==> config.mk <==
export PLATFORM = sky130hd
export DESIGN_NAME = field_capture_ctrl
export DESIGN_NICKNAME = d
export VERILOG_FILES = /design/src/rtl/fcc_pkg.sv /design/src/rtl/fcc_capture_regs.sv /design/src/rtl/fcc_irq_regs.sv /design/src/rtl/field_capture_ctrl.sv
export SDC_FILE = /design/constraint.sdc
export NUM_CORES = 1
export LEC_CHECK = 0
export BUFFER_PORTS_ARGS = -buffer_cell sky130_fd_sc_hd__buf_2
export CELL_PAD_IN_SITES_DETAIL_PLACEMENT = 0
export CELL_PAD_IN_SITES_GLOBAL_PLACEMENT = 1
export CORE_MARGIN = 2
export CORE_UTILIZATION = 30
export CTS_BUF_LIST = sky130_fd_sc_hd__clkbuf_8 sky130_fd_sc_hd__clkbuf_16
export CTS_CLUSTER_DIAMETER = 200
export DETAILED_ROUTE_END_ITERATION = 8
export GPL_ROUTABILITY_DRIVEN = 0
export PLACE_DENSITY_LB_ADDON = 0.1
export REMOVE_ABC_BUFFERS = 1
export SLEW_MARGIN = 20
export SYNTH_ARGS = -nofsm -noshare
export SYNTH_HDL_FRONTEND = slang
export SYNTH_HIERARCHICAL = 1
export SYNTH_SLANG_ARGS = --single-unit
==> constraint.sdc <==
create_clock -name clk -period 0.97 [get_ports clk]
set_input_delay 0.1455 -clock clk [delete_from_list [all_inputs] [get_ports clk]]
set_output_delay 0.1455 -clock clk [all_outputs]
set_load 0.02 [all_outputs]
==> src/rtl/fcc_pkg.sv <==
package fcc_pkg;
    parameter int REG_W = 16;
    parameter int NFLD  = 2;

    // capture register layout (software decodes these positions)
    localparam int CONT_LSB   = 0;
    localparam int SINGLE_LSB = 2;
    localparam int DONE_LSB   = 4;
    localparam int VRST_BIT   = 6;
    localparam int FIFOEN_BIT = 7;
    localparam int CORR_LSB   = 8;
    localparam int ADRERR_LSB = 10;
    localparam int CDIS_BIT   = 14;
    localparam int RANGE_BIT  = 15;

    // interrupt register layout
    localparam int NIRQ       = 3;
    localparam int IEN_LSB    = 8;

    typedef struct packed {
        logic [NFLD-1:0] cont;
        logic [NFLD-1:0] single;
        logic [NFLD-1:0] done;
        logic [NFLD-1:0] corrupt;
        logic [NFLD-1:0] adr_err;
        logic            vrst;
        logic            fifo_en;
        logic            corr_dis;
        logic            range_en;
    } cap_state_t;

    typedef struct packed {
        logic [NIRQ-1:0] stat;
        logic [NIRQ-1:0] en;
    } irq_state_t;
endpackage

==> src/rtl/fcc_capture_regs.sv <==
module fcc_capture_regs
    import fcc_pkg::*;
(
    input  logic             clk,
    input  logic             rst_n,
    input  logic             wr_en_i,
    input  logic [REG_W-1:0] wr_data_i,
    input  logic             fld_end_i,
    input  logic             fld_odd_i,
    input  logic             fifo_ovf_i,
    input  logic             dma_err_i,
    output logic [NFLD-1:0]  end_evt_o,
    output logic [REG_W-1:0] rd_o
);
    cap_state_t      st_d, st_q;
    logic [NFLD-1:0] par_hot;
    logic [NFLD-1:0] end_evt, ovf_evt, adr_evt;

    always_comb begin
        par_hot = fld_odd_i ? 2'b10 : 2'b01;
        for (int f = 0; f < NFLD; f++) begin
            end_evt[f] = fld_end_i & par_hot[f] & (st_q.cont[f] | st_q.single[f]);
            ovf_evt[f] = fifo_ovf_i & par_hot[f] & st_q.fifo_en & ~st_q.corr_dis;
            adr_evt[f] = dma_err_i & par_hot[f] & st_q.range_en;
        end

        st_d = st_q;
        if (wr_en_i) begin
            st_d.cont     = wr_data_i[CONT_LSB +: NFLD];
            st_d.single   = wr_data_i[SINGLE_LSB +: NFLD];
            st_d.vrst     = wr_data_i[VRST_BIT];
            st_d.fifo_en  = wr_data_i[FIFOEN_BIT];
            st_d.corr_dis = wr_data_i[CDIS_BIT];
            st_d.range_en = wr_data_i[RANGE_BIT];
            st_d.done     = st_q.done    & ~wr_data_i[DONE_LSB +: NFLD];
            st_d.corrupt  = st_q.corrupt & ~wr_data_i[CORR_LSB +: NFLD];
            st_d.adr_err  = st_q.adr_err & ~wr_data_i[ADRERR_LSB +: NFLD];
        end else begin
            st_d.single   = st_q.single & ~end_evt;
        end
        // hardware events are applied last so they win over clears
        st_d.done    = st_d.done    | end_evt;
        st_d.corrupt = st_d.corrupt | ovf_evt;
        st_d.adr_err = st_d.adr_err | adr_evt;
    end

    always_ff @(posedge clk or negedge rst_n) begin
        if (!rst_n) begin
            st_q         <= '0;
            st_q.vrst    <= 1'b1;
            st_q.fifo_en <= 1'b1;
        end else begin
            st_q <= st_d;
        end
    end

    assign end_evt_o = end_evt;
    assign rd_o = {st_q.range_en, st_q.corr_dis, 2'b00, st_q.adr_err, st_q.corrupt,
                   st_q.fifo_en, st_q.vrst, st_q.done, st_q.single, st_q.cont};

    // a single even capture disarms at its field end when no write interferes
    a_r4_single_self_clear: assert property (@(posedge clk) disable iff (!rst_n)
        (fld_end_i && !fld_odd_i && st_q.single[0] && !wr_en_i) |=> !st_q.single[0]);

    // an odd field end with continuous odd capture marks the odd field done
    a_r3_odd_done: assert property (@(posedge clk) disable iff (!rst_n)
        (fld_end_i && fld_odd_i && st_q.cont[1]) |=> st_q.done[1]);

    // corruption flags are frozen while detection is disabled and no write occurs
    a_r5_corrupt_masked: assert property (@(posedge clk) disable iff (!rst_n)
        (st_q.corr_dis && !wr_en_i) |=> $stable(st_q.corrupt));

    // the field end wins over a same-cycle clear of the even done flag
    a_r7_event_beats_clear: assert property (@(posedge clk) disable iff (!rst_n)
        (wr_en_i && wr_data_i[DONE_LSB] && fld_end_i && !fld_odd_i && st_q.cont[0])
        |=> st_q.done[0]);
endmodule

==> src/rtl/fcc_irq_regs.sv <==
module fcc_irq_regs
    import fcc_pkg::*;
(
    input  logic             clk,
    input  logic             rst_n,
    input  logic             wr_en_i,
    input  logic [REG_W-1:0] wr_data_i,
    input  logic [NFLD-1:0]  end_evt_i,
    input  logic             fld_start_i,
    output logic [REG_W-1:0] rd_o,
    output logic             irq_o
);
    irq_state_t      st_d, st_q;
    logic [NIRQ-1:0] set_evt;

    always_comb begin
        set_evt = {fld_start_i, end_evt_i};
        st_d    = st_q;
        if (wr_en_i) begin
            st_d.stat = st_q.stat & ~wr_data_i[NIRQ-1:0];
            st_d.en   = wr_data_i[IEN_LSB +: NIRQ];
        end
        st_d.stat = st_d.stat | set_evt;
    end

    always_ff @(posedge clk or negedge rst_n) begin
        if (!rst_n) begin
            st_q.stat <= 3'b111;
            st_q.en   <= 3'b011;
        end else begin
            st_q <= st_d;
        end
    end

    assign irq_o = |(st_q.stat & st_q.en);
    assign rd_o  = {{(REG_W-IEN_LSB-NIRQ){1'b0}}, st_q.en, {(IEN_LSB-NIRQ){1'b0}}, st_q.stat};

    // a field start always leaves the start-of-field status set
    a_r8_start_sets: assert property (@(posedge clk) disable iff (!rst_n)
        fld_start_i |=> st_q.stat[2]);

    // writing 1 clears the even-end status when no even end arrives
    a_r9_w1c_status: assert property (@(posedge clk) disable iff (!rst_n)
        (wr_en_i && wr_data_i[0] && !end_evt_i[0]) |=> !st_q.stat[0]);
endmodule

==> src/rtl/field_capture_ctrl.sv <==
module field_capture_ctrl
    import fcc_pkg::*;
(
    input  logic             clk,
    input  logic             rst_n,
    input  logic             wr_en_i,
    input  logic             reg_sel_i,
    input  logic [REG_W-1:0] wr_data_i,
    input  logic             fld_start_i,
    input  logic             fld_end_i,
    input  logic             fld_odd_i,
    input  logic             fifo_ovf_i,
    input  logic             dma_err_i,
    output logic [REG_W-1:0] cap_reg_o,
    output logic [REG_W-1:0] irq_reg_o,
    output logic             irq_o
);
    logic [NFLD-1:0] end_evt;
    logic            cap_wr, irq_wr;

    assign cap_wr = wr_en_i & ~reg_sel_i;
    assign irq_wr = wr_en_i &  reg_sel_i;

    fcc_capture_regs u_cap (
        .clk        (clk),
        .rst_n      (rst_n),
        .wr_en_i    (cap_wr),
        .wr_data_i  (wr_data_i),
        .fld_end_i  (fld_end_i),
        .fld_odd_i  (fld_odd_i),
        .fifo_ovf_i (fifo_ovf_i),
        .dma_err_i  (dma_err_i),
        .end_evt_o  (end_evt),
        .rd_o       (cap_reg_o)
    );

    fcc_irq_regs u_irq (
        .clk         (clk),
        .rst_n       (rst_n),
        .wr_en_i     (irq_wr),
        .wr_data_i   (wr_data_i),
        .end_evt_i   (end_evt),
        .fld_start_i (fld_start_i),
        .rd_o        (irq_reg_o),
        .irq_o       (irq_o)
    );

    // an enabled end-of-even status drives the interrupt line
    a_r10_irq_follows: assert property (@(posedge clk) disable iff (!rst_n)
        (irq_reg_o[0] && irq_reg_o[8]) |-> irq_o);
endmodule

# After elaboration in Yosys (flattened, before gate mapping)

Index checks and enable logic that the tools add are counted.
Widths: inputs -> output; s select.

Logic and storage cells: 51
Register bits after elaboration: 20

Bitwise operators: 35
Reductions and logical operators: 1
Muxes and demuxes: 4

Operators by type and width:

| operator        | count |
|---|---|
| $and 1x1->1     | 16 |
| $mux 10         | 1 |
| $and 2x2->2     | 4 |
| $not 2->2       | 4 |
| $and 3x3->3     | 2 |
| $mux 6          | 1 |
| $or 2x2->2      | 3 |
| $mux 2          | 2 |
| $not 3->3       | 1 |
| $or 3x3->3      | 1 |
| $reduce_or 3->1 | 1 |
| $not 1->1       | 2 |
| $or 1x1->1      | 2 |

# Depth between registers and ports, before layout

Gate-level depths: netlist of the first run.

Depth in word-level cells: 6
Depth in mapped cells: 5
Gate-level depth less buffers: 3

# Modules after synthesis

The synthesis of the first run kept the hierarchy.

Modules (own cells, without submodules):

| module             | area an instance (um2) | times used | sequential area each (um2) | cells each |
|---|---|---|---|---|
| fcc_capture_regs   | 618.1                  | 1          | 352.8                      | 49 |
| fcc_irq_regs       | 316.6                  | 1          | 156.4                      | 28 |
| field_capture_ctrl | 16.3                   | 1          | 0.0                        | 2 |

# Worst setup path after synthesis of the first run

No wires, ideal clock.

Path type: reg2out
Start: register u_irq.st_q, in the netlist u_irq/rd_o[10]
End: output irq_o
Data arrival time: 882 ps
Slack: -58 ps
Cell stages (with the launch flop): 3
Path buffers: 0
Data required time: 824 ps
Cells stage by stage: dfrtp_1 > a222oi_1 > inv_1

Longest elaborated chain between the ends: 2

RTL lines:

| item                     | line                     | RTL |
|---|---|---|
| start: declaration       | fcc_irq_regs.sv:13       | `irq_state_t st_d, st_q;` |
| start signal: assignment | fcc_irq_regs.sv:31       | `st_q <= st_d;` |
| $and 3x3->3              | fcc_irq_regs.sv:35       | `assign irq_o = \|(st_q.stat & st_q.en);` |
| $reduce_or 3->1          | fcc_irq_regs.sv:35       |  |
| end: declaration         | field_capture_ctrl.sv:16 | `output logic irq_o` |

No other way between the ends.

# Worst setup path in the final report of the first run

Start: register u_irq.st_q, in the netlist u_irq/rd_o[0]
End: output irq_o

Same word-level chain as after synthesis.

==> results_tabular.tex, run 1 <==
\begin{tabular}{lr}
\hline
Metric & Value \\
\hline
\multicolumn{2}{l}{\textbf{Logic synthesis}} \\
Dominant cell type by area after synthesis & sky130\_fd\_sc\_hd\_\_dfrtp\_1 \\
Post-synth top area share & 0.342 \\
Primary flip-flop cell chosen by synthesis mapping & sky130\_fd\_sc\_hd\_\_dfrtp\_1 \\
Main area contributors after synthesis & sky130\_fd\_sc\_hd\_\_dfrtp\_1 (34\%), sky130\_fd\_sc\_hd\_\_dfstp\_2 (19\%), sky130\_fd\_sc\_hd\_\_buf\_4 (9.5\%) \\
FFs w/ async S/R, synth & 1.00 \\
Post-synthesis sequential area ratio & 0.536 \\
Synth cell types & 23 \\
Arithmetic-cell share of the synthesized area counting full adders, half adders and majority gates & 0 \\
Post-synthesis cell count & 79 \\
Dominant combinational cell family by area after synthesis & compound AO/OA/AOI/OAI gates \\
Total of flip-flops plus latches after synthesis & 20 \\
Cell with the most instances after synthesis & sky130\_fd\_sc\_hd\_\_dfrtp\_1 \\
Fraction of the mapped netlist area in compound gates & 0.128 \\
Synthesized cell area & 951 µm² \\
Area fraction in and, or, nand and nor cells after synthesis & 0.0921 \\
Most frequent cells after synthesis & sky130\_fd\_sc\_hd\_\_dfrtp\_1 (13), sky130\_fd\_sc\_hd\_\_buf\_4 (12), sky130\_fd\_sc\_hd\_\_nand2\_1 (11) \\
Post-synthesis mux area share & 0.111 \\
Syn. warnings & 6 \\
Mean area per synthesized cell & 12.0 µm² \\
EDFF count, synth & 0 \\
Share of the synthesized netlist area taken by xor and xnor gates & 0 \\
\multicolumn{2}{l}{\textbf{GRT}} \\
Largest net degree at the start of global routing & 21 \\
Number of antenna violations at the first check in global routing & 0 \\
Number of global-route vias before repair & just under 800 \\
First-pass GRT wire length & 3440 µm \\
Final global-route overflow total & 0 \\
GRT Resource Usage Total & 0.128 \\
\multicolumn{2}{l}{\textbf{CTS}} \\
Clock tree from TritonCTS & done \\
TritonCTS Buffers & 3 \\
Library cell used as clock root buffer & sky130\_fd\_sc\_hd\_\_clkbuf\_8 \\
Latest clock arrival within the worst-skew pair & 250 ps \\
Maximum clock path buffer count & 2 \\
Clock sink total & 20 \\
H-tree lvl count & 1 \\
Clock-pin slew on the worst setup and hold paths & about 80 ps \\
\multicolumn{2}{l}{\textbf{Worst setup path}} \\
Required time of the critical path & 820 ps \\
Data arrival at the endpoint of the critical path & 1180 ps \\
Reg-to-reg critical path endpoint & u\_irq/rd\_o[10]\$\_DFFE\_PN0P\_ \\
CP Launch Type & flop \\
Reg-to-reg critical path startpoint & u\_irq/rd\_o[10]\$\_DFFE\_PN0P\_ \\
Register-to-register setup slack & -30 ps \\
Crit path max fanout & 2 \\
Reg2reg path depth & 3 \\
Kind of critical path & reg -> out \\
Sort of element at the end of the critical path & primary output \\
\multicolumn{2}{l}{\textbf{Routing}} \\
Total detailed-routing wirelength & 2110 µm \\
Total via count after detailed routing & between 700 and 800 \\
Post-route DRC violation count & 0 \\
Antenna-violating nets left & 0 \\
Number of DRC markers after the initial detailed-route iteration & 20 \\
Number of vias per cell after detailed routing & between 4 and 5 \\
First-pass iteration count of the detailed router & 4 \\
Average detailed-routed wire length per instance & 11.6 µm \\
\multicolumn{2}{l}{\textbf{Power}} \\
Switching share of total power & 0.302 \\
Clock share of power & 0.230 \\
Pwr per Cell Area & 1880 nW/µm² \\
P\_sw & just over 0.8 mW \\
Leakage power figure & slightly above 0.7 nW \\
Combinational fraction of design power & 0.364 \\
Sequential share of power & 0.406 \\
Internal portion of total power & 1.91 mW \\
Peak supply drop & between 700 and 800 µV \\
\multicolumn{2}{l}{\textbf{Die}} \\
Horizontal die dimension & 60.3 µm \\
Starting density of the core & 0.314 \\
Die boundary height & $\sim$60 µm \\
Die Footprint & roughly 3600 µm² \\
Number of top-level design ports & 58 \\
Core Area & 3030 µm² \\
Site Rows & 20 \\
\multicolumn{2}{l}{\textbf{Hold path}} \\
Hold Path Cell Cnt & 2 \\
Hold WC Path Type & in -> reg \\
Startpoint of the tightest hold check path & fld\_start\_i \\
Endpoint of the worst hold-timing path & u\_irq/rd\_o[2]\$\_DFF\_PN1\_ \\
\multicolumn{2}{l}{\textbf{Cells and area}} \\
Multi-input logic area & 359 µm² \\
Diodes inserted & 0 \\
Layout Nets & 164 \\
Share of post-route cells with drive strength above 1 & 0.587 \\
Flip-flop and latch area & 509 µm² \\
Post-layout utilization of the core & 0.479 \\
Area delta synth->final & 52.6\% \\
Fill cells & $\sim$300 \\
\multicolumn{2}{l}{\textbf{STA}} \\
F\_max & about 760 MHz \\
Setup repair after global routing missed its margin & true \\
Final slew viol count & 0 \\
Worst hold margin & 73.4 ps \\
Final setup violating endpoints & 10 \\
Clock skew after layout & 0.428 ps \\
Total count of hold-check failures in the final report & 0 \\
Final cycle utilization of the critical path & 1.36 \\
Post-layout min period & about 1300 ps \\
Post-route worst setup slack & -352 ps \\
\multicolumn{2}{l}{\textbf{Place}} \\
Post-detail-place hpwl & 1590 µm \\
Port Buffers & 43 \\
Setup WS pre-CTS & -196 ps \\
\multicolumn{2}{l}{\textbf{Outcome}} \\
Violations in the final reports & negative setup slack \\
Outcome & finished with violations \\
\multicolumn{2}{l}{\textbf{Job}} \\
Number of violations of the max-capacitance limit & 0 \\
\hline
\end{tabular}
## final cells by class
type                            instances  share of cell area
Sequential cell                        20               0.351
Timing Repair Buffer                   59               0.323
Multi-Input combinational cell         54               0.247
Clock buffer                            4              0.0379
Tap cell                               44              0.0379
Inverter                                1             0.00259
## critical path: stages (launching register included)
cell and delay, ps:
sky130_fd_sc_hd__dfstp_2 370, sky130_fd_sc_hd__a222oi_1 320, sky130_fd_sc_hd__inv_1 90, sky130_fd_sc_hd__buf_6 140
## cells in the final DEF, fill, tap and decap left out, drive strengths merged
master | netlist | routed
o2bb2ai | 2 | 2
inv | 1 | 1
nor2 | 3 | 3
a32o | 3 | 3
dfstp | 7 | 7
o211a | 1 | 1
o21ai | 1 | 1
a21o | 4 | 4
and2 | 1 | 1
dfrtp | 13 | 13
a22o | 1 | 1
clkbuf | 0 | 4
and2b | 1 | 1
dlygate4sd3 | 0 | 1
mux2 | 9 | 9
buf | 14 | 58
a21bo | 1 | 1
a222oi | 1 | 1
nand2b | 1 | 1
nand2 | 11 | 11
nor2b | 2 | 2
conb | 2 | 12
## power groups by stage
stage               Combinational [mW]  Sequential (mW)  Clock, mW
CTS                              0.907             1.10      0.647
floorplan                        0.234             1.29          0
global placement                 0.723             1.10          0
finish                           0.993             1.11      0.629
detailed placement               0.732             1.11          0
global route                      1.06             1.13      0.701
## cells by family after synthesis
logic type | after synthesis
flip-flops | 20
buffers and inverters | 15
multiplexers | 9
AND/OR/NAND/NOR | 19
other | 2
AO/OA/AOI/OAI | 14
## per-layer routing
layer,GRT usage,part of all wire,vias up
li1,-,-,365
met4,0.0476,0.0066,0
met5,0,0,-
met2,0.199,0.46,34
met1,0.179,0.46,373
met3,0.0238,0.067,2
## through the flow
stage                     setup TNS [ps]  std cells  instance area, µm²  power [mW]
final                              -1480        182                1450        2.73
after detailed placement           -1830        169                1190        1.84
after global routing               -1930        182                1450        2.89
after global placement             -1720        169                1190        1.83
after floorplan                    -57.5         75                 872        1.52
after CTS                          -1540        180                1380        2.65
## worst max path at each step
stage | start | cells past startpoint | slack (ps) | end
global route | u_irq/rd_o[0]$_DFF_PN1_ | 3 | -420 | irq_o
finish | u_irq/rd_o[0]$_DFF_PN1_ | 3 | -350 | irq_o
detailed placement | reg_sel_i | 3 | -200 | u_cap/rd_o[0]$_DFFE_PN0P_
floorplan | u_irq/rd_o[10]$_DFFE_PN0P_ | 2 | -60 | irq_o
global placement | reg_sel_i | 3 | -190 | u_cap/rd_o[1]$_DFFE_PN0P_
CTS | u_irq/rd_o[0]$_DFF_PN1_ | 3 | -350 | irq_o
## what timing repair did
| action | 4_1_cts | 5_1_grt |
|---|---|---|
| setup buffers | 6 | 4 |
| gates cloned | 0 | 0 |
| pin swaps | 1 | 0 |
| gates resized for setup | 23 | 20 |
| hold endpoints to repair | 13 | 0 |
| hold buffers | 1 | 0 |
| endpoints found under the setup margin | 11 | 19 |
## state kept, by name, indices dropped and copies added (netlist names)
signal / cells
u_cap/rd_o: 14
u_irq/rd_o: 6
(Power assumes the default switching activity.)
==> run 2, diff against run 1 <==
--- a/config.mk
+++ b/config.mk
@@ -5,13 +5,14 @@
 export SDC_FILE = /design/constraint.sdc
 export NUM_CORES = 1
 export LEC_CHECK = 0
+export ABC_AREA = 1
 export BUFFER_PORTS_ARGS = -buffer_cell sky130_fd_sc_hd__buf_2
 export CELL_PAD_IN_SITES_DETAIL_PLACEMENT = 0
 export CELL_PAD_IN_SITES_GLOBAL_PLACEMENT = 1
 export CORE_MARGIN = 2
-export CORE_UTILIZATION = 30
+export CORE_UTILIZATION = 29
 export CTS_BUF_LIST = sky130_fd_sc_hd__clkbuf_8 sky130_fd_sc_hd__clkbuf_16
-export CTS_CLUSTER_DIAMETER = 200
+export CTS_CLUSTER_DIAMETER = 100
 export DETAILED_ROUTE_END_ITERATION = 8
 export GPL_ROUTABILITY_DRIVEN = 0
 export PLACE_DENSITY_LB_ADDON = 0.1
==> run 2 against run 1 <==
Net effect:
- the flow still finishes with violations (negative setup slack)
- global-route usage shrank 1.0 points
- critical path depth is the same
- first-iteration DRC count unchanged
- setup slack gained 120 ps
- die area grew 8.8%
- utilization shrank 4.4 points
- fmax is 10% higher
- clock power up 32%
- routed wire length grew 6.5%
- cell area did not move
- non-clock buffer count down 6
- synthesized area increased by 5.8%
- critical path type unchanged
- critical endpoint unchanged
- largest power group unchanged
==> results_tabular.tex, run 2 <==
\begin{tabular}{lr}
\hline
Metric & Value \\
\hline
\multicolumn{2}{l}{\textbf{Logic synthesis}} \\
Total of flip-flops plus latches after synthesis & 20 \\
Synthesized cell area & 1010 µm² \\
FFs w/ async S/R, synth & 1.00 \\
Dominant cell type by area after synthesis & sky130\_fd\_sc\_hd\_\_dfrtp\_1 \\
Post-synthesis cell count & roughly 130 \\
Most frequent cells after synthesis & sky130\_fd\_sc\_hd\_\_nand2\_1 (59), sky130\_fd\_sc\_hd\_\_inv\_1 (15), sky130\_fd\_sc\_hd\_\_dfrtp\_1 (13) \\
Cell with the most instances after synthesis & sky130\_fd\_sc\_hd\_\_nand2\_1 \\
Mean area per synthesized cell & 7.86 µm² \\
Syn. warnings & 6 \\
EDFF count, synth & 0 \\
Main area contributors after synthesis & sky130\_fd\_sc\_hd\_\_dfrtp\_1 (32\%), sky130\_fd\_sc\_hd\_\_nand2\_1 (22\%), sky130\_fd\_sc\_hd\_\_dfstp\_2 (18\%) \\
Synth cell types & 15 \\
Post-synthesis sequential area ratio & 0.506 \\
Post-synth top area share & 0.323 \\
Primary flip-flop cell chosen by synthesis mapping & sky130\_fd\_sc\_hd\_\_dfrtp\_1 \\
\multicolumn{2}{l}{\textbf{Cells and area}} \\
Most frequent standard cell in the layout excluding fill and tap cells & sky130\_fd\_sc\_hd\_\_nand2\_1 \\
Most frequent cells in the layout & sky130\_fd\_sc\_hd\_\_nand2\_1 (58), sky130\_fd\_sc\_hd\_\_buf\_2 (24), sky130\_fd\_sc\_hd\_\_inv\_1 (15), sky130\_fd\_sc\_hd\_\_buf\_6 (15) \\
Post-route non-filler standard cell count & 226 \\
Post-Layout Inst Area & about 1500 µm² \\
Post-layout utilization of the core & 0.435 \\
Fill cells & 366 \\
Area delta synth->final & 44.3\% \\
Number of flip-flops under the largest register name & 14 \\
Diodes inserted & 0 \\
Share of post-route cells with drive strength above 1 & 0.383 \\
Layout Nets & 206 \\
\multicolumn{2}{l}{\textbf{CTS}} \\
Library cell used as clock root buffer & sky130\_fd\_sc\_hd\_\_clkbuf\_8 \\
Clock-pin slew on the worst setup and hold paths & 80 ps \\
Clock sink total & 20 \\
Latest clock arrival within the worst-skew pair & 260 ps \\
TritonCTS Buffers & 3 \\
Maximum clock path buffer count & 2 \\
H-tree lvl count & 1 \\
Clock tree from TritonCTS & done \\
\multicolumn{2}{l}{\textbf{Outcome}} \\
Violations in the final reports & negative setup slack \\
Outcome & finished with violations \\
\multicolumn{2}{l}{\textbf{Routing}} \\
Total detailed-routing wirelength & approximately 2300 µm \\
First-pass iteration count of the detailed router & 4 \\
Total via count after detailed routing & 871 \\
Number of vias per cell after detailed routing & 3.85 \\
Number of DRC markers after the initial detailed-route iteration & 20 \\
Post-route DRC violation count & 0 \\
Antenna-violating nets left & 0 \\
Average detailed-routed wire length per instance & 9.96 µm \\
\multicolumn{2}{l}{\textbf{Worst setup path}} \\
CP Launch Type & flop \\
Crit path max fanout & 3 \\
Kind of cell with the highest combined delay on the critical path & flip-flops \\
Launching element of the worst setup path & u\_irq/rd\_o[0]\$\_DFF\_PN1\_ \\
Maximum single-stage delay on the critical path & 560 ps \\
Data arrival at the endpoint of the critical path & 1060 ps \\
Sort of element at the end of the critical path & primary output \\
Required time of the critical path & 820 ps \\
Reg-to-reg critical path startpoint & u\_cap/rd\_o[14]\$\_DFFE\_PN0P\_ \\
Cells traversed along the worst timing path & nand2\_2 -> nand3\_2 -> buf\_6 \\
Library cell contributing the largest single delay on the critical path & sky130\_fd\_sc\_hd\_\_dfstp\_2 \\
Combined buffer and inverter count along the critical path & 1 \\
Kind of critical path & reg -> out \\
\multicolumn{2}{l}{\textbf{Job}} \\
Number of violations of the max-capacitance limit & 0 \\
\multicolumn{2}{l}{\textbf{GRT}} \\
GRT Resource Usage Total & 0.118 \\
Number of global-route vias before repair & 811 \\
Largest net degree at the start of global routing & 21 \\
Number of antenna violations at the first check in global routing & 0 \\
First-pass GRT wire length & 3640 µm \\
Final global-route overflow total & 0 \\
\multicolumn{2}{l}{\textbf{Die}} \\
Starting density of the core & 0.301 \\
Die boundary height & 62.9 µm \\
Die Footprint & 3960 µm² \\
Core Area & 3340 µm² \\
Number of top-level design ports & 58 \\
Site Rows & 21 \\
Horizontal die dimension & 62.9 µm \\
\multicolumn{2}{l}{\textbf{Place}} \\
Setup WS pre-CTS & about 3.9 ps \\
Area after detailed placement & around 1200 µm² \\
Port Buffers & 43 \\
Placed instance count & around 210 \\
Post-detail-place hpwl & 1690 µm \\
\multicolumn{2}{l}{\textbf{Power}} \\
Leakage power figure & 0.819 nW \\
Sequential share of power & 0.395 \\
Switching share of total power & 0.301 \\
Clock share of power & 0.298 \\
Internal portion of total power & just under 2 mW \\
P\_sw & approximately 0.84 mW \\
Pwr per Cell Area & roughly 1900 nW/µm² \\
Peak supply drop & 751 µV \\
Combinational fraction of design power & 0.307 \\
\multicolumn{2}{l}{\textbf{STA}} \\
Total count of hold-check failures in the final report & 0 \\
Post-route worst setup slack & -231 ps \\
Clock skew after layout & 7.00 ps \\
Final cycle utilization of the critical path & 1.24 \\
TNS Setup & -993 ps \\
Post-layout min period & about 1200 ps \\
Setup repair after global routing missed its margin & true \\
F\_max & 833 MHz \\
Final setup violating endpoints & 8 \\
Final slew viol count & 0 \\
\multicolumn{2}{l}{\textbf{Hold path}} \\
Startpoint of the tightest hold check path & fld\_start\_i \\
Hold WC Path Type & in -> reg \\
\hline
\end{tabular}
==> run 2: tightest hold or removal path, cell delays in order <==
cell and delay [ps]:
sky130_fd_sc_hd__buf_2 100, sky130_fd_sc_hd__inv_1 40, sky130_fd_sc_hd__nand2_1 50
==> run 2: metal layers <==
layer	wire length [µm]	share of wire	vias up	global-route usage
li1	-	-	456	-
met1	1090	0.48	375	0.154
met2	975	0.43	38	0.186
met3	169	0.075	2	0.0288
met4	19	0.0084	0	0.0500
met5	0	0	-	0
==> run 2: cell families after synthesis <==
group | synth area share
buffers and inverters | 0.183
DFF | 0.506
other | 0.00747
and+or+nand+nor | 0.265
AOI/OAI and AO/OA | 0.0386
==> run 2: power groups by stage <==
stage,clock (mW),sequential [mW],combinational [mW]
after detailed placement,0,1.09,0.648
after floorplan,0,1.25,0.223
after global routing,0.910,1.11,0.932
after CTS,0.855,1.08,0.738
final,0.829,1.10,0.854
after global placement,0,1.09,0.645
==> run 2: area by class of cell <==
cell class,count,area (µm²),share of cell area
clock buffers,3,41.3,0.0284
clock inverters,1,30.0,0.0207
inverters,15,56.3,0.0388
multi-input cells,88,360,0.248
flip-flops and latches,20,509,0.351
well taps,46,57.6,0.0397
repair buffers,53,397,0.273
==> run 2: through the flow <==
| step | hold slack, ps | power (mW) |
|---|---|---|
| 2_1_floorplan | -150 | 1.48 |
| 3_3_place_gp | 130 | 1.73 |
| 3_5_place_dp | 128 | 1.74 |
| 4_1_cts | 65.8 | 2.68 |
| 5_1_grt | 60.9 | 2.95 |
| 6_report | 69.6 | 2.78 |
==> run 2: timing repair <==
action / 4_1_cts / 5_1_grt
resized for setup: 17 / 20
setup endpoints to repair: 12 / 20
hold buffers: 1 / 0
buffers inserted: 2 / 5
gates cloned: 0 / 0
endpoints found under the hold margin: 13 / 0
==> run 2: worst paths after layout <==
kind / end / slack (ps) / cells after the start
setup / recovery: irq_o / -230 / 3
hold / removal: u_irq/rd_o[2]$_DFF_PN1_ / 70 / 3
setup reg to reg: u_cap/rd_o[9]$_DFF_PN0_ / 40 / 5
hold reg to reg: u_irq/rd_o[9]$_DFFE_PN1P_ / 470 / 2
max in group asynchronous: u_cap/rd_o[6]$_DFFE_PN1P_ / 260 / 2
min in group asynchronous: u_irq/rd_o[10]$_DFFE_PN0P_ / 370 / 2
==> run 3, diff against run 2 <==
--- a/config.mk
+++ b/config.mk
@@ -9,7 +9,6 @@
 export BUFFER_PORTS_ARGS = -buffer_cell sky130_fd_sc_hd__buf_2
 export CELL_PAD_IN_SITES_DETAIL_PLACEMENT = 0
 export CELL_PAD_IN_SITES_GLOBAL_PLACEMENT = 1
-export CORE_MARGIN = 2
 export CORE_UTILIZATION = 29
 export CTS_BUF_LIST = sky130_fd_sc_hd__clkbuf_8 sky130_fd_sc_hd__clkbuf_16
 export CTS_CLUSTER_DIAMETER = 100
==> run 3 against run 2 <==
Net effect:
- the flow still finishes with violations (negative setup slack)
- combinational power rose by 2%
- non-clock buffer count increased by 1
- critical path depth is the same
- total power grew 0.78%
- critical path type unchanged
- cell area is 0.86% higher
- global-route usage grew 2.0 points
- utilization increased by 0.37 points
==> results_tabular.tex, run 3 (same netlist as run 2, synthesis figures left out) <==
\begin{tabular}{lr}
\hline
Metric & Value \\
\hline
\multicolumn{2}{l}{\textbf{Routing}} \\
First-pass iteration count of the detailed router & 4 \\
Number of vias per cell after detailed routing & between 3 and 4 \\
Post-route DRC violation count & 0 \\
Number of DRC markers after the initial detailed-route iteration & 21 \\
Total via count after detailed routing & 880 \\
Total detailed-routing wirelength & 2250 µm \\
Average detailed-routed wire length per instance & 9.91 µm \\
Antenna-violating nets left & 0 \\
\multicolumn{2}{l}{\textbf{Die}} \\
Horizontal die dimension & 60.9 µm \\
Starting density of the core & 0.301 \\
Die boundary height & 60.9 µm \\
Number of top-level design ports & between 50 and 60 \\
Core Area & 3340 µm² \\
Die Footprint & about 3700 µm² \\
Site Rows & 21 \\
\multicolumn{2}{l}{\textbf{Worst setup path}} \\
Launching element of the worst setup path & u\_irq/rd\_o[8]\$\_DFFE\_PN1P\_ \\
CP Launch Type & flop \\
Kind of critical path & reg -> out \\
Register-to-register setup slack & 60 ps \\
Required time of the critical path & 820 ps \\
Reg-to-reg critical path startpoint & u\_cap/rd\_o[14]\$\_DFFE\_PN0P\_ \\
Reg2reg path depth & 5 \\
Sort of element at the end of the critical path & primary output \\
Reg-to-reg critical path endpoint & u\_cap/rd\_o[8]\$\_DFF\_PN0\_ \\
Crit path max fanout & 3 \\
Destination of the critical timing path & irq\_o \\
Data arrival at the endpoint of the critical path & 1060 ps \\
\multicolumn{2}{l}{\textbf{STA}} \\
Final slew viol count & 0 \\
Setup repair after global routing missed its margin & true \\
Final cycle utilization of the critical path & 1.24 \\
TNS Setup & -1130 ps \\
Final setup violating endpoints & 8 \\
Post-route worst setup slack & -232 ps \\
Total count of hold-check failures in the final report & 0 \\
Post-layout min period & between 1000 and 1500 ps \\
F\_max & 832 MHz \\
Clock skew after layout & between 6 and 7 ps \\
\multicolumn{2}{l}{\textbf{Outcome}} \\
Violations in the final reports & negative setup slack \\
Outcome & finished with violations \\
\multicolumn{2}{l}{\textbf{Power}} \\
Leakage power figure & a little over 0.8 nW \\
Peak supply drop & 588 µV \\
Pwr per Cell Area & 1910 nW/µm² \\
\multicolumn{2}{l}{\textbf{CTS}} \\
Clock-pin slew on the worst setup and hold paths & roughly 80 ps \\
Library cell used as clock root buffer & sky130\_fd\_sc\_hd\_\_clkbuf\_8 \\
Clock sink total & 20 \\
H-tree lvl count & 1 \\
Maximum clock path buffer count & 2 \\
Latest clock arrival within the worst-skew pair & about 260 ps \\
TritonCTS Buffers & 3 \\
Clock tree from TritonCTS & done \\
\multicolumn{2}{l}{\textbf{Place}} \\
Area after detailed placement & 1200 µm² \\
Port Buffers & 43 \\
Placed instance count & 214 \\
Post-detail-place hpwl & 1660 µm \\
\multicolumn{2}{l}{\textbf{Cells and area}} \\
Post-Layout Inst Area & 1460 µm² \\
Post-route non-filler standard cell count & between 200 and 250 \\
Post-layout utilization of the core & 0.439 \\
Share of post-route cells with drive strength above 1 & 0.403 \\
Diodes inserted & 0 \\
Most frequent standard cell in the layout excluding fill and tap cells & sky130\_fd\_sc\_hd\_\_nand2\_1 \\
Number of flip-flops under the largest register name & 14 \\
Layout Nets & roughly 210 \\
Area delta synth->final & 45.5\% \\
Most frequent cells in the layout & sky130\_fd\_sc\_hd\_\_nand2\_1 (56), sky130\_fd\_sc\_hd\_\_buf\_2 (24), sky130\_fd\_sc\_hd\_\_buf\_6 (15) \\
Fill cells & 368 \\
\multicolumn{2}{l}{\textbf{GRT}} \\
Number of antenna violations at the first check in global routing & 0 \\
Largest net degree at the start of global routing & 21 \\
GRT Resource Usage Total & 0.138 \\
Number of global-route vias before repair & 810 \\
Final global-route overflow total & 0 \\
First-pass GRT wire length & 3660 µm \\
\multicolumn{2}{l}{\textbf{Job}} \\
Number of violations of the max-capacitance limit & 0 \\
\multicolumn{2}{l}{\textbf{Hold path}} \\
Hold WC Path Type & in -> reg \\
\hline
\end{tabular}
==> run 3: cell count changes in the layout (fill, tap and decap cells not counted), sizes merged <==
cell,before,now
buf,52,53
==> run 3: power by group <==
group	switching, mW	leakage [nW]	total, mW	internal [mW]
sequential	0.102	0.233	1.10	0.995
clock	0.284	0.0357	0.835	0.551
combinational	0.462	0.554	0.871	0.409
total	0.848	0.823	2.80	1.96
==> run 3: what timing repair did <==
item | 4_1_cts | 5_1_grt
setup buffers | 5 | 3
endpoints found under the setup margin | 13 | 20
endpoints found under the hold margin | 13 | 0
pin swaps | 1 | 0
hold buffers | 1 | 0
resized for setup | 14 | 26
==> run 3: worst min path at each step <==
stage / end / cells after the start / startpoint / slack, ps
4_1_cts: u_irq/rd_o[2]$_DFF_PN1_ / 3 / fld_start_i / 60
3_5_place_dp: u_cap/rd_o[0]$_DFFE_PN0P_ / 1 / rst_n / 140
3_3_place_gp: u_cap/rd_o[0]$_DFFE_PN0P_ / 1 / rst_n / 130
2_1_floorplan: u_cap/rd_o[0]$_DFFE_PN0P_ / 0 / rst_n / -150
5_1_grt: u_cap/rd_o[7]$_DFFE_PN1P_ / 3 / wr_data_i[7] / 90
6_report: u_cap/rd_o[6]$_DFFE_PN1P_ / 3 / wr_data_i[6] / 70
==> run 3: final cells by class <==
class	count	area [µm²]	area share
clock buffer	3	41.3	0.0282
clock inverter	1	30.0	0.0205
inverter	15	56.3	0.0385
multi-input combinational	88	365	0.250
sequential	20	509	0.348
tap	46	57.6	0.0393
timing repair buffer	54	404	0.276
==> run 3: critical path, cell delays in order, from the launching register on <==
cell and delay [ps]:
sky130_fd_sc_hd__dfstp_2 550, sky130_fd_sc_hd__nand2_2 60, sky130_fd_sc_hd__nand3_2 70, sky130_fd_sc_hd__buf_6 110
==> run 3: through the flow <==
step           total power [mW]  hold WS [ps]  worst slack, ps
6_report                   2.80          70.7             -232
5_1_grt                    2.99          89.5             -275
4_1_cts                    2.71          60.5             -256
3_5_place_dp               1.74           138             3.75
3_3_place_gp               1.73           130             25.6
2_1_floorplan              1.48          -150            -37.1
==> run 3: per-layer routing <==
| layer | wire (µm) | share of wire | global-route usage | vias to the layer above |
|---|---|---|---|---|
| met5 | 0 | 0 | 0 | - |
| li1 | - | - | - | 460 |
| met3 | 101 | 0.045 | 0.0277 | 2 |
| met2 | 1100 | 0.49 | 0.220 | 29 |
| met4 | 12 | 0.0053 | 0.0584 | 0 |
| met1 | 1030 | 0.46 | 0.183 | 389 |
